## src/rtl/mpuart_pkg.sv

```systemverilog
package mpuart_pkg;
   typedef enum logic [1:0] {
      RX_IDLE  = 2'd0,
      RX_START = 2'd1,
      RX_BITS  = 2'd2,
      RX_STOP  = 2'd3
   } rx_phase_e;
endpackage

```

## src/rtl/mpuart_tick.sv

```systemverilog
module mpuart_tick #(
   parameter int DIV_W = 8
) (
   input  logic             clk,
   input  logic             rst_n,
   input  logic             run,
   input  logic [DIV_W-1:0] div,
   output logic             tick
);
   logic [DIV_W-1:0] cnt_q;

   assign tick = run && (cnt_q == '0);

   always_ff @(posedge clk or negedge rst_n) begin
      if (!rst_n)     cnt_q <= '0;
      else if (!run)  cnt_q <= '0;
      else if (tick)  cnt_q <= div;
      else            cnt_q <= cnt_q - 1'b1;
   end
endmodule

```

## src/rtl/mpuart_sampler.sv

```systemverilog
module mpuart_sampler
   import mpuart_pkg::*;
#(
   parameter int OVS     = 16,
   parameter int FRAME_W = 9
) (
   input  logic               clk,
   input  logic               rst_n,
   input  logic               run,
   input  logic               tick,
   input  logic               rx,
   output logic               done,
   output logic [FRAME_W-1:0] frame,
   output logic               stop_ok
);
   localparam int CW  = $clog2(OVS);
   localparam int BW  = $clog2(FRAME_W + 1);
   localparam logic [CW-1:0] MID  = CW'(OVS / 2 - 1);
   localparam logic [CW-1:0] LAST = CW'(OVS - 1);
   localparam logic [BW-1:0] TOPB = BW'(FRAME_W - 1);

   if (OVS < 4 || (OVS & (OVS - 1)) != 0) begin : g_bad_ovs
      $error("OVS must be a power of two of at least 4");
   end

   rx_phase_e          phase_q;
   logic [CW-1:0]      cnt_q;
   logic [BW-1:0]      bit_q;
   logic [FRAME_W-1:0] sh_q;
   logic               done_q, stop_q;

   always_ff @(posedge clk or negedge rst_n) begin
      if (!rst_n) begin
         phase_q <= RX_IDLE;
         cnt_q   <= '0;
         bit_q   <= '0;
         sh_q    <= '0;
         done_q  <= 1'b0;
         stop_q  <= 1'b1;
      end else begin
         done_q <= 1'b0;
         if (!run) begin
            phase_q <= RX_IDLE;
            cnt_q   <= '0;
         end else if (tick) begin
            unique case (phase_q)
               RX_IDLE: if (!rx) begin
                  phase_q <= RX_START;
                  cnt_q   <= '0;
               end
               RX_START: if (cnt_q == MID) begin
                  phase_q <= rx ? RX_IDLE : RX_BITS;
                  cnt_q   <= '0;
                  bit_q   <= '0;
               end else cnt_q <= cnt_q + 1'b1;
               RX_BITS: if (cnt_q == LAST) begin
                  cnt_q <= '0;
                  sh_q  <= {rx, sh_q[FRAME_W-1:1]};
                  if (bit_q == TOPB) phase_q <= RX_STOP;
                  else               bit_q   <= bit_q + 1'b1;
               end else cnt_q <= cnt_q + 1'b1;
               RX_STOP: if (cnt_q == LAST) begin
                  done_q  <= 1'b1;
                  stop_q  <= rx;
                  phase_q <= RX_IDLE;
                  cnt_q   <= '0;
               end else cnt_q <= cnt_q + 1'b1;
               default: phase_q <= RX_IDLE;
            endcase
         end
      end
   end

   assign done    = done_q;
   assign frame   = sh_q;
   assign stop_ok = stop_q;

   a_r9_idle_when_halted: assert property (@(posedge clk) disable iff (!rst_n)
      !run |=> phase_q == RX_IDLE);
   a_r1_done_is_pulse: assert property (@(posedge clk) disable iff (!rst_n)
      done |=> !done);
endmodule

```

## src/rtl/mpuart_flags.sv

```systemverilog
module mpuart_flags #(
   parameter int DATA_W = 8
) (
   input  logic              clk,
   input  logic              rst_n,
   input  logic              done,
   input  logic [DATA_W:0]   frame,
   input  logic              stop_ok,
   input  logic              id_set,
   input  logic              rdy_clr,
   input  logic              ovr_clr,
   input  logic              frm_clr,
   output logic [DATA_W-1:0] data,
   output logic              id_bit,
   output logic              full,
   output logic              ovr,
   output logic              frm,
   output logic              idw
);
   logic mpb;
   assign mpb = frame[DATA_W];

   always_ff @(posedge clk or negedge rst_n) begin
      if (!rst_n) begin
         data   <= '0;
         id_bit <= 1'b0;
         full   <= 1'b0;
         ovr    <= 1'b0;
         frm    <= 1'b0;
         idw    <= 1'b0;
      end else begin
         if (rdy_clr) full <= 1'b0;
         if (ovr_clr) ovr  <= 1'b0;
         if (frm_clr) frm  <= 1'b0;
         if (id_set)  idw  <= 1'b1;
         if (done) begin
            if (!stop_ok)          frm <= 1'b1;
            else if (idw && !mpb)  ;
            else if (full)         ovr <= 1'b1;
            else begin
               data   <= frame[DATA_W-1:0];
               id_bit <= mpb;
               full   <= 1'b1;
               if (mpb) idw <= 1'b0;
            end
         end
      end
   end

   a_r4_payload_dropped: assert property (@(posedge clk) disable iff (!rst_n)
      (done && stop_ok && !mpb && idw && !rdy_clr) |=> ($stable(full) && $stable(data)));
   a_r5_id_disarms: assert property (@(posedge clk) disable iff (!rst_n)
      (done && stop_ok && mpb && idw && !full && !id_set) |=> (!idw && full));
   a_r3_old_data_kept: assert property (@(posedge clk) disable iff (!rst_n)
      (done && stop_ok && full && !rdy_clr && !ovr_clr && (mpb || !idw)) |=> (ovr && $stable(data)));
   a_r6_stop_low: assert property (@(posedge clk) disable iff (!rst_n)
      (done && !stop_ok && !frm_clr) |=> (frm && $stable(data)));
endmodule

```

## src/rtl/mp_uart_rx.sv

```systemverilog
module mp_uart_rx #(
   parameter int DATA_W      = 8,
   parameter int OVS         = 16,
   parameter int DIV_W       = 8,
   parameter int SYNC_STAGES = 2
) (
   input  logic              clk,
   input  logic              rst_n,
   input  logic [DIV_W-1:0]  baud_div,
   input  logic              rx_serial,
   input  logic              rx_enable,
   input  logic              idwait_set,
   input  logic              ready_clr,
   input  logic              overrun_clr,
   input  logic              frame_err_clr,
   output logic [DATA_W-1:0] rx_data,
   output logic              rx_is_id,
   output logic              rx_ready,
   output logic              id_wait,
   output logic              overrun,
   output logic              frame_err,
   output logic              line_level
);
   localparam int FRAME_W = DATA_W + 1;

   if (SYNC_STAGES < 2) begin : g_bad_sync
      $error("SYNC_STAGES must be at least 2");
   end
   if (DATA_W < 5) begin : g_bad_width
      $error("DATA_W must be at least 5");
   end

   logic [SYNC_STAGES-1:0] sync_q;
   always_ff @(posedge clk or negedge rst_n) begin
      if (!rst_n) sync_q <= '1;
      else        sync_q <= {sync_q[SYNC_STAGES-2:0], rx_serial};
   end
   assign line_level = sync_q[SYNC_STAGES-1];

   logic run, tick, done, stop_ok;
   logic [FRAME_W-1:0] frame;

   assign run = rx_enable && !overrun && !frame_err;

   mpuart_tick #(.DIV_W(DIV_W)) tick_i (
      .clk(clk), .rst_n(rst_n), .run(run), .div(baud_div), .tick(tick));

   mpuart_sampler #(.OVS(OVS), .FRAME_W(FRAME_W)) samp_i (
      .clk(clk), .rst_n(rst_n), .run(run), .tick(tick), .rx(line_level),
      .done(done), .frame(frame), .stop_ok(stop_ok));

   mpuart_flags #(.DATA_W(DATA_W)) flags_i (
      .clk(clk), .rst_n(rst_n), .done(done), .frame(frame), .stop_ok(stop_ok),
      .id_set(idwait_set), .rdy_clr(ready_clr), .ovr_clr(overrun_clr),
      .frm_clr(frame_err_clr), .data(rx_data), .id_bit(rx_is_id),
      .full(rx_ready), .ovr(overrun), .frm(frame_err), .idw(id_wait));

   a_r7_no_load_on_error: assert property (@(posedge clk) disable iff (!rst_n)
      (overrun || frame_err) |-> !done);
   a_r9_no_load_disabled: assert property (@(posedge clk) disable iff (!rst_n)
      (!rx_enable && !ready_clr) |=> !$rose(rx_ready));
endmodule

```

## config.mk

```make
export PLATFORM = sky130hd
export DESIGN_NAME = mp_uart_rx
export DESIGN_NICKNAME = d
export VERILOG_FILES = /design/src/rtl/mpuart_pkg.sv /design/src/rtl/mpuart_tick.sv /design/src/rtl/mpuart_sampler.sv /design/src/rtl/mpuart_flags.sv /design/src/rtl/mp_uart_rx.sv
export SDC_FILE = /design/constraint.sdc
export NUM_CORES = 1
export LEC_CHECK = 0
export BUFFER_PORTS_ARGS = -buffer_cell sky130_fd_sc_hd__buf_4
export CORE_MARGIN = 2
export CORE_UTILIZATION = 39
export CTS_CLUSTER_DIAMETER = 100
export DETAILED_ROUTE_END_ITERATION = 6
export GPL_ROUTABILITY_DRIVEN = 0
export HOLD_SLACK_MARGIN = 0.06
export PLACE_DENSITY = 0.58
export SYNTH_ARGS = -nofsm -noshare
export SYNTH_HDL_FRONTEND = slang
export SYNTH_SLANG_ARGS = --single-unit
export TNS_END_PERCENT = 50
```

## constraint.sdc

```tcl
create_clock -name clk -period 2.4 [get_ports clk]
set_input_delay 0.12 -clock clk [delete_from_list [all_inputs] [get_ports clk]]
set_output_delay 0.12 -clock clk [all_outputs]
set_load 0.05 [all_outputs]
```

==> results of run 1 <==
-- metrics by stage --
stage / hold WS [ns] / setup WS [ns]
final: 0.101 / 0.146
after global routing: 0.111 / 0.0247
after CTS: 0.0894 / 0.0226
after detailed placement: 0.150 / 0.0382
after global placement: 0.143 / 0.102
after floorplan: -0.176 / 0.137
-- cell families (layout without fill, tap and decap cells) --
family          count (synthesis)  in the layout  share of synthesized area [%]
buf+inv                        16             55                           3.55
mux                            22             22                           11.6
fa+ha+maj                       5              5                           2.96
xor+xnor                        3              3                           1.24
simple gates                   56             56                           16.3
compound gates                 36             36                           12.1
flops                          44             44                           52.2
-- sequential cells by signal, summed over array words and instances (netlist names) --
register,cells
samp_i.stop_ok,1
samp_i.bit_q,4
sync_q,2
flags_i.idw,1
samp_i.done,1
samp_i.frame,9
flags_i.frm,1
flags_i.data,8
flags_i.full,1
samp_i.cnt_q,4
flags_i.id_bit,1
tick_i.cnt_q,8
flags_i.ovr,1
samp_i.phase_q,2
-- cell type report --
type / instances / area (sq um) / share of cell area [%]
Clock buffer: 6 / 72.6 / 2.79
Clock inverter: 2 / 60.1 / 2.31
Inverter: 9 / 33.8 / 1.30
Multi-Input combinational cell: 122 / 935 / 35.9
Sequential cell: 44 / 1100 / 42.4
Tap cell: 70 / 87.6 / 3.36
Timing Repair Buffer: 38 / 310 / 11.9
-- synth_stat cells, types with 2 or more instances --
master    number
dfrtp_1       41
mux2_2        20
nor2_1        13
inv_1          9
nand2_1        7
a211oi_1       6
nor3b_1        6
clkbuf_1       5
ha_1           5
a21oi_1        4
a22o_1         4
nor3_1         4
o21ai_0        4
a31oi_1        3
dfstp_2        3
nand2b_1       3
nor2b_1        3
o22ai_1        3
a41o_1         2
and3_1         2
and4_1         2
buf_6          2
mux2i_1        2
nand3_1        2
nor4_1         2
nor4b_1        2
o21a_1         2
or3b_2         2
xnor2_1        2
-- metal layers --
| layer | up-vias | global-route usage (%) | wire [um] |
|---|---|---|---|
| met1 | 737 | 18.1 | 1830 |
| met3 | 4 | 4.19 | 161 |
| met5 | - | 0 | 0 |
| met2 | 26 | 25.2 | 2040 |
| met4 | 0 | 4.29 | 31 |
| li1 | 744 | - | - |
-- critical path: cells and delay by family (launching register included) --
family	cells	cell delay (ns)
buffers and inverters	2	0.22
flip-flops	1	0.40
AND/OR/NAND/NOR	3	1.03
multiplexers	1	0.33
adder cells (fa/ha/maj)	1	0.15
-- power groups by stage --
stage / registers (mW) / logic (mW) / clock network (mW)
2_1_floorplan: 0.888 / 0.450 / 0
3_3_place_gp: 0.924 / 0.509 / 0
3_5_place_dp: 0.930 / 0.526 / 0
4_1_cts: 0.917 / 0.539 / 0.687
5_1_grt: 0.937 / 0.595 / 0.711
6_report: 0.917 / 0.531 / 0.659
-- repair_timing --
action	CTS	global route
endpoints found under the hold margin	45	0
hold buffers	5	0
resized for setup	0	0
setup endpoints to repair	0	9
-- worst min-delay path by stage --
stage	cells after the start	slack (ns)	to
detailed placement	1	0.15	tick_i.cnt_q[2]
finish	3	0.10	flags_i.full
CTS	3	0.09	flags_i.full
global placement	1	0.14	tick_i.cnt_q[2]
floorplan	0	-0.18	flags_i.data[0]
global route	3	0.11	flags_i.full
==> flow_summary.yaml, run 1 <==
critical_path:
  critPathMaxFanout: 10
  worstSetupEndpoint: "samp_i.frame[2]"
  cp_slowest_cell: "or3b_2"
  cpPeakStageDelay_ns: 0.53
  crit_arrival_ns: 2.43
  reg2reg_setup_slack_ns: 0.15
  crit_chain: "inv_1 -> ha_1 -> or3b_2 -> nor4_4 -> and3_1 -> buf_12 -> mux2_2"
  r2r-end: "samp_i.frame[2]"
  crit_path_start_kind: "register"
  startpoint: "tick_i.cnt_q[0]"
  reg2reg_depth: 7
  critPathCaptureType: "register"
  rr_startpoint: "tick_i.cnt_q[0]"
  worstSetupPathType: "reg2reg"
  required_ns: 2.58
synthesis:
  synthArstFlopShare_pct: 100
  seq_area_frac_synth_pct: 52.2
  yosys.area.top_type: "dfrtp_1"
  synth_top_area_share_pct: 48.5
  postSynthAreaPerCell_sq_um: 11.6
  synth_warnings: 0
  synth_nets: 203
  synth-edff-count: 0
  synth.area.top_cells: "dfrtp_1 (49%), mux2_2 (11%), dfstp_2 (3.7%), ha_1 (3.0%), nor2_1 (2.3%)"
  synthCells: 182
  ys_ff_latch: 44
  ys_types: 46
  synth_area_sq_um: 2110
  synth_top_flop_cell: "dfrtp_1"
sta:
  max_freq_mhz: 444
  post-route-min-period_ns: 2.25
  skew_ns: 0.00904
  slew_viol_final: 0
  rsz0062_at_grt: "false"
  finalHoldViolCount: 0
  relSlewSlack_pct: 63.3
  fin_setup_tns_ns: 0
  period_share_pct: 93.9
  setup_viol: 0
  tightest_slew_ns: 0.550
status:
  outcome: "finished, final reports clean"
drt:
  viasPerCell: 5.19
  first_iter_violations: 49
  wl_um: 4060
  drc_errors: 0
  ant_nets: 0
  wl_per_cell_um: 14.0
  routed-via-count: 1511
  firstDrtPassIters: 4
die:
  die_area_sq_um: 6030
  start_util_pct: 40.9
  die_w_um: 77.6
  core_area_sq_um: 5170
  rows: 26
  fp.dieH_um: 77.6
  ioPinCount: 30
clock_network:
  htree_levels: 2
  cts_inserted_buffers: 5
  cts_buffer_depth: 2
  root_buffer: "clkbuf_8"
  cts_setup_buffers: 0
  insertion_delay_ns: 0.30
  clkSinkCount: 44
  tritoncts: "done"
  clk_pin_slew_ns: 0.08
power_and_ir_drop:
  peakVddDrop_mv: 0.404
  finalPower_mw: 2.11
  leakagePower_nw: 1.25
  intPower_mw: 1.48
  p_switching_mw: 0.629
  p_per_area_nw_per_um2: 809
  clkPwrFrac_pct: 31.3
  swShare_pct: 29.9
  pwr-share-seq_pct: 43.5
  p_comb_share_pct: 25.2
finish:
  fin_area_sq_um: 2600
  final_cells: 291
  fin_nets: 241
  n_antenna_cell: 0
  final_cell_mix: "dfrtp_1 (41), buf_4 (32), mux2_2 (20), nor2_1 (13), inv_1 (9)"
  layout_commonest_cell: "dfrtp_1"
  drive_gt1_share_pct: 31.2
  num-fill-cells: 475
  final_core_util_pct: 50.3
  area_growth_pct: 23.1
flow_run:
  maxCapViolCount: 0
placed_design:
  dp_cells: 278
  numPortBuffers: 29
  dp_hpwl_um: 2920
  placed_area_sq_um: 2420
grt:
  grt_antenna_before_repair: 0
  gr-total-overflow: 0
  grt_pass1_wl_um: 7060
  track_usage_pct: 14.7
  grt_pass1_vias: 1501
  grt_max_degree: 45
worst_hold_path:
  hp-start: "ready_clr"
  hold_class: "in2reg"
Power figures use the tool's default switching activity.
==> inputs of run 2 (changes only) <==
CORE_UTILIZATION = 30   (was 39)
PLACE_DENSITY = 0.47   (was 0.58)
==> run 2 against run 1 <==
Global-route usage fell by 1.9 points. Cell count grew 9.6%. Largest cell class unchanged. Register-to-register slack improved by 0.08 ns. Cell area grew 1.0%. Setup slack improved by 0.082 ns. Critical path depth shrank 2. Clock power down 7.3%. Combinational power up 3%. Wire length grew 7.2%. Critical path type unchanged. Maximum frequency rose by 3.8%. Die area increased by 28%.
==> flow_summary.yaml, run 2 (synthesis gave the netlist of run 1 again) <==
drt:
  viasPerCell: 4.71
  firstDrtPassIters: 4
  first_iter_violations: 86
  drc_errors: 0
  wl_per_cell_um: 13.6
  routed-via-count: 1503
  wl_um: 4350
  ant_nets: 0
sta:
  setup_slack_ns: 0.229
  relSlewSlack_pct: 62.0
  post-route-min-period_ns: 2.17
  fin_hold_ws_ns: 0.0902
  fin_setup_tns_ns: 0
  setup_viol: 0
  period_share_pct: 90.5
  slew_viol_final: 0
  finalHoldViolCount: 0
  max_freq_mhz: 461
  tightest_slew_ns: 0.570
  skew_ns: 0.00862
  rsz0062_at_grt: "false"
flow_run:
  maxCapViolCount: 0
placed_design:
  dp_hpwl_um: 3000
  placed_area_sq_um: 2460
  pre_cts_ws_ns: 0.114
  numPortBuffers: 29
  dp_cells: 306
grt:
  grt_pass1_vias: 1526
  grt_max_degree: 45
  grt_pass1_wl_um: 7650
  gr-total-overflow: 0
  track_usage_pct: 12.9
  grt_antenna_before_repair: 0
power_and_ir_drop:
  clkPwrFrac_pct: 29.4
  peakVddDrop_mv: 0.465
  p_comb_share_pct: 26.3
  swShare_pct: 31.7
  finalPower_mw: 2.08
  intPower_mw: 1.42
  leakagePower_nw: 1.26
  p_per_area_nw_per_um2: 791
  p_switching_mw: 0.660
  pwr-share-seq_pct: 44.3
clock_network:
  root_buffer: "clkbuf_8"
  clkSinkCount: 44
  insertion_delay_ns: 0.31
  cts_inserted_buffers: 5
  cts_buffer_depth: 2
  clk_pin_slew_ns: 0.09
  tritoncts: "done"
  cts_setup_buffers: 0
  htree_levels: 2
finish:
  fin_area_sq_um: 2630
  layout_commonest_cell: "dfrtp_1"
  largest_reg_flops: 9
  final_cell_mix: "dfrtp_1 (41), buf_4 (35), mux2_2 (20), nor2_1 (13), inv_1 (9)"
  drive_gt1_share_pct: 32.3
  n_antenna_cell: 0
  final_cells: 319
  final_core_util_pct: 38.7
  area_growth_pct: 24.4
  fin_nets: 243
die:
  fp.dieH_um: 88.0
  rows: 30
  die_w_um: 88.0
  die_area_sq_um: 7740
  ioPinCount: 30
  core_area_sq_um: 6790
  start_util_pct: 31.1
critical_path:
  critPathMaxFanout: 10
  cpPeakStageDelay_ns: 0.61
  critPathCaptureType: "register"
  worstSetupPathType: "reg2reg"
  cp_slowest_cell: "or4_4"
  worst_path_dominant_cell_family: "simple AND/OR/NAND/NOR gates"
  required_ns: 2.59
  crit_chain: "or4_4 -> nor4_4 -> and3_1 -> buf_4 -> mux2_2"
  crit_path_start_kind: "register"
  crit_arrival_ns: 2.36
  worst-path-buf-inv: 1
status:
  outcome: "finished, final reports clean"
worst_hold_path:
  hold_class: "in2reg"
run 2: cell types whose count changed in the layout (fill, tap and decap cells not counted):
cell,change
or3b_2,-1
buf_12,-1
bufinv_16,-1
clkbuf_1,-1
or3b_4,+1
clkinv_4,+1
clkbuf_8,+1
buf_4,+3
run 2: layout make-up:
class	instances	area [sq um]
tap	96	120
inverter	9	33.8
clock buffer	6	82.6
timing repair buffer	40	313
sequential	44	1100
clock inverter	2	38.8
fill	676	4160
multi-input combinational	122	937
run 2: repair_timing:
item / 4_1_cts / 5_1_grt
hold buffers: 5 / 0
hold endpoints to repair: 45 / 0
resized for setup: 0 / 1
endpoints found under the setup margin: 0 / 9
run 2: final timing paths:
check,startpoint,end,slack [ns],depth (start not counted)
worst max-delay path,tick_i.cnt_q[3],samp_i.frame[3],0.23,5
worst min-delay path,baud_div[5],tick_i.cnt_q[5],0.09,3
worst max register to register,tick_i.cnt_q[3],samp_i.frame[3],0.23,5
worst min register to register,sync_q[0],sync_q[1],0.36,0
max in group asynchronous,rst_n,samp_i.frame[1],1.66,2
min in group asynchronous,rst_n,tick_i.cnt_q[3],0.33,2
run 2: power groups by stage:
stage / Clock, mW / Combinational [mW] / Sequential, mW
2_1_floorplan: 0 / 0.450 / 0.888
3_3_place_gp: 0 / 0.542 / 0.932
3_5_place_dp: 0 / 0.542 / 0.934
4_1_cts: 0.638 / 0.553 / 0.920
5_1_grt: 0.662 / 0.626 / 0.941
6_report: 0.611 / 0.548 / 0.922
run 2: worst min-delay path, delay by kind of cell:
kind	cells	cell delay (ns)
AO/OA/AOI/OAI	1	0.05
buffers and inverters	1	0.11
AND/OR/NAND/NOR	1	0.09
run 2: metal layers:
layer / GRT usage (%) / share of wire (%)
met5: 0 / 0
met4: 4.20 / 1.3
met3: 3.39 / 3.4
met2: 18.2 / 43
met1: 19.1 / 52
==> inputs of run 3 (changes only) <==
CTS_BUF_LIST = sky130_fd_sc_hd__clkbuf_16   (was default)
==> run 3 against run 2 <==
Wire length decreased by 0.85%. Critical path type unchanged. Clock skew decreased by 0.0034 ns. Total power increased by 7.8%. Register-to-register slack about the same. Count of clock-buffer cells in the layout decreased by 1. First-iteration DRC count decreased by 4.7%. Sequential power about the same. Maximum frequency increased by 0.26%. Core utilization increased by 0.68 points.
==> flow_summary.yaml, run 3 (synthesis gave the netlist of run 1 again) <==
critical_path:
  worst-path-buf-inv: 1
  reg2reg_setup_slack_ns: 0.23
  worstSetupPathType: "reg2reg"
  crit_chain: "or4_4 -> nor4_4 -> and3_1 -> buf_4 -> mux2_2"
  worst_path_dominant_cell_family: "simple AND/OR/NAND/NOR gates"
  cp_slowest_cell: "or4_4"
  rr_startpoint: "tick_i.cnt_q[3]"
  critPathMaxFanout: 10
  crit_path_start_kind: "register"
  crit_arrival_ns: 2.33
  r2r-end: "samp_i.frame[1]"
  critPathCaptureType: "register"
  reg2reg_depth: 5
  cpPeakStageDelay_ns: 0.61
  required_ns: 2.57
sta:
  setup_slack_ns: 0.234
  period_share_pct: 90.2
  setup_viol: 0
  max_freq_mhz: 462
  tightest_slew_ns: 0.571
  post-route-min-period_ns: 2.17
  rsz0062_at_grt: "false"
  finalHoldViolCount: 0
  skew_ns: 0.00522
  fin_setup_tns_ns: 0
  relSlewSlack_pct: 61.9
  slew_viol_final: 0
drt:
  viasPerCell: 4.72
  routed-via-count: 1507
  drc_errors: 0
  wl_um: 4320
  first_iter_violations: 82
  wl_per_cell_um: 13.5
  ant_nets: 0
  firstDrtPassIters: 4
clock_network:
  cts_buffer_depth: 2
  insertion_delay_ns: 0.28
  clkSinkCount: 44
  cts_inserted_buffers: 5
  clk_pin_slew_ns: 0.06
  tritoncts: "done"
  cts_setup_buffers: 0
  htree_levels: 2
  root_buffer: "clkbuf_16"
placed_design:
  dp_hpwl_um: 3000
  numPortBuffers: 29
  pre_cts_ws_ns: 0.114
die:
  fp.dieH_um: 88.0
  core_area_sq_um: 6790
  die_area_sq_um: 7740
  ioPinCount: 30
  start_util_pct: 31.1
  rows: 30
  die_w_um: 88.0
worst_hold_path:
  whs_endpoint: "flags_i.full"
  hp-start: "ready_clr"
  worstHoldPathCells: 3
  hold_class: "in2reg"
grt:
  gr-total-overflow: 0
  grt_pass1_vias: 1529
  grt_max_degree: 45
  grt_pass1_wl_um: 7630
  track_usage_pct: 12.9
  grt_antenna_before_repair: 0
finish:
  largest_reg_flops: 9
  drive_gt1_share_pct: 31.8
  n_antenna_cell: 0
  fin_nets: 243
  area_growth_pct: 26.6
  layout_commonest_cell: "dfrtp_1"
  final_cell_mix: "dfrtp_1 (41), buf_4 (35), mux2_2 (20), nor2_1 (13), inv_1 (9)"
flow_run:
  maxCapViolCount: 0
power_and_ir_drop:
  p_per_area_nw_per_um2: 838
  leakagePower_nw: 1.28
  peakVddDrop_mv: 0.503
status:
  outcome: "finished, final reports clean"
==> run 3: through the flow <==
step           utilization [%]  hold slack (ns)  std cells  instance area [sq um]  power [mW]
2_1_floorplan                -           -0.176        182                   2110        1.34
3_3_place_gp              36.2            0.161        306                   2460        1.47
3_5_place_dp              36.2            0.161        306                   2460        1.48
4_1_cts                   39.4            0.114        319                   2670        2.28
5_1_grt                   39.4            0.130        319                   2680        2.40
6_report                  39.4            0.117        319                   2680        2.24
==> run 3: repair_timing <==
action / CTS / global route
hold endpoints to repair: 45 / 0
resized for setup: 0 / 1
endpoints found under the setup margin: 0 / 9
hold buffers: 5 / 0
==> run 3: per-layer routing <==
metal	GRT usage, %	vias to the layer above	part of all wire [%]
li1	-	743	-
met1	19.1	738	52
met2	18.2	20	43
met3	3.39	6	3.2
met4	4.20	0	1.6
met5	0	-	0
==> run 3: how the worst max path moves through the flow <==
stage	startpoint	cells after the start	slack [ns]	endpoint
floorplan	flags_i.frm	5	0.14	samp_i.frame[0]
global placement	tick_i.cnt_q[0]	7	0.14	samp_i.frame[1]
detailed placement	tick_i.cnt_q[0]	7	0.11	samp_i.frame[5]
CTS	tick_i.cnt_q[0]	7	0.1	samp_i.frame[1]
global route	tick_i.cnt_q[0]	7	0.1	samp_i.frame[3]
finish	tick_i.cnt_q[3]	5	0.23	samp_i.frame[1]
==> run 3: final cells by class <==
class	count	area, sq um
tap	96	120
inverter	9	33.8
clock buffer	5	125
fill	669	4120
multi-input combinational	122	937
clock inverter	3	42.5
sequential	44	1100
timing repair buffer	40	313
==> run 3: worst min-delay path: cells and delay by family <==
family / cells / cell delay (ns)
AOI/OAI and AO/OA: 1 / 0.10
buffers and inverters: 2 / 0.14
==> run 3: power breakdown <==
part,internal (mW),leakage [nW],switching (mW)
clock network,0.489,0.0814,0.283
logic,0.264,0.613,0.285
registers,0.818,0.584,0.103
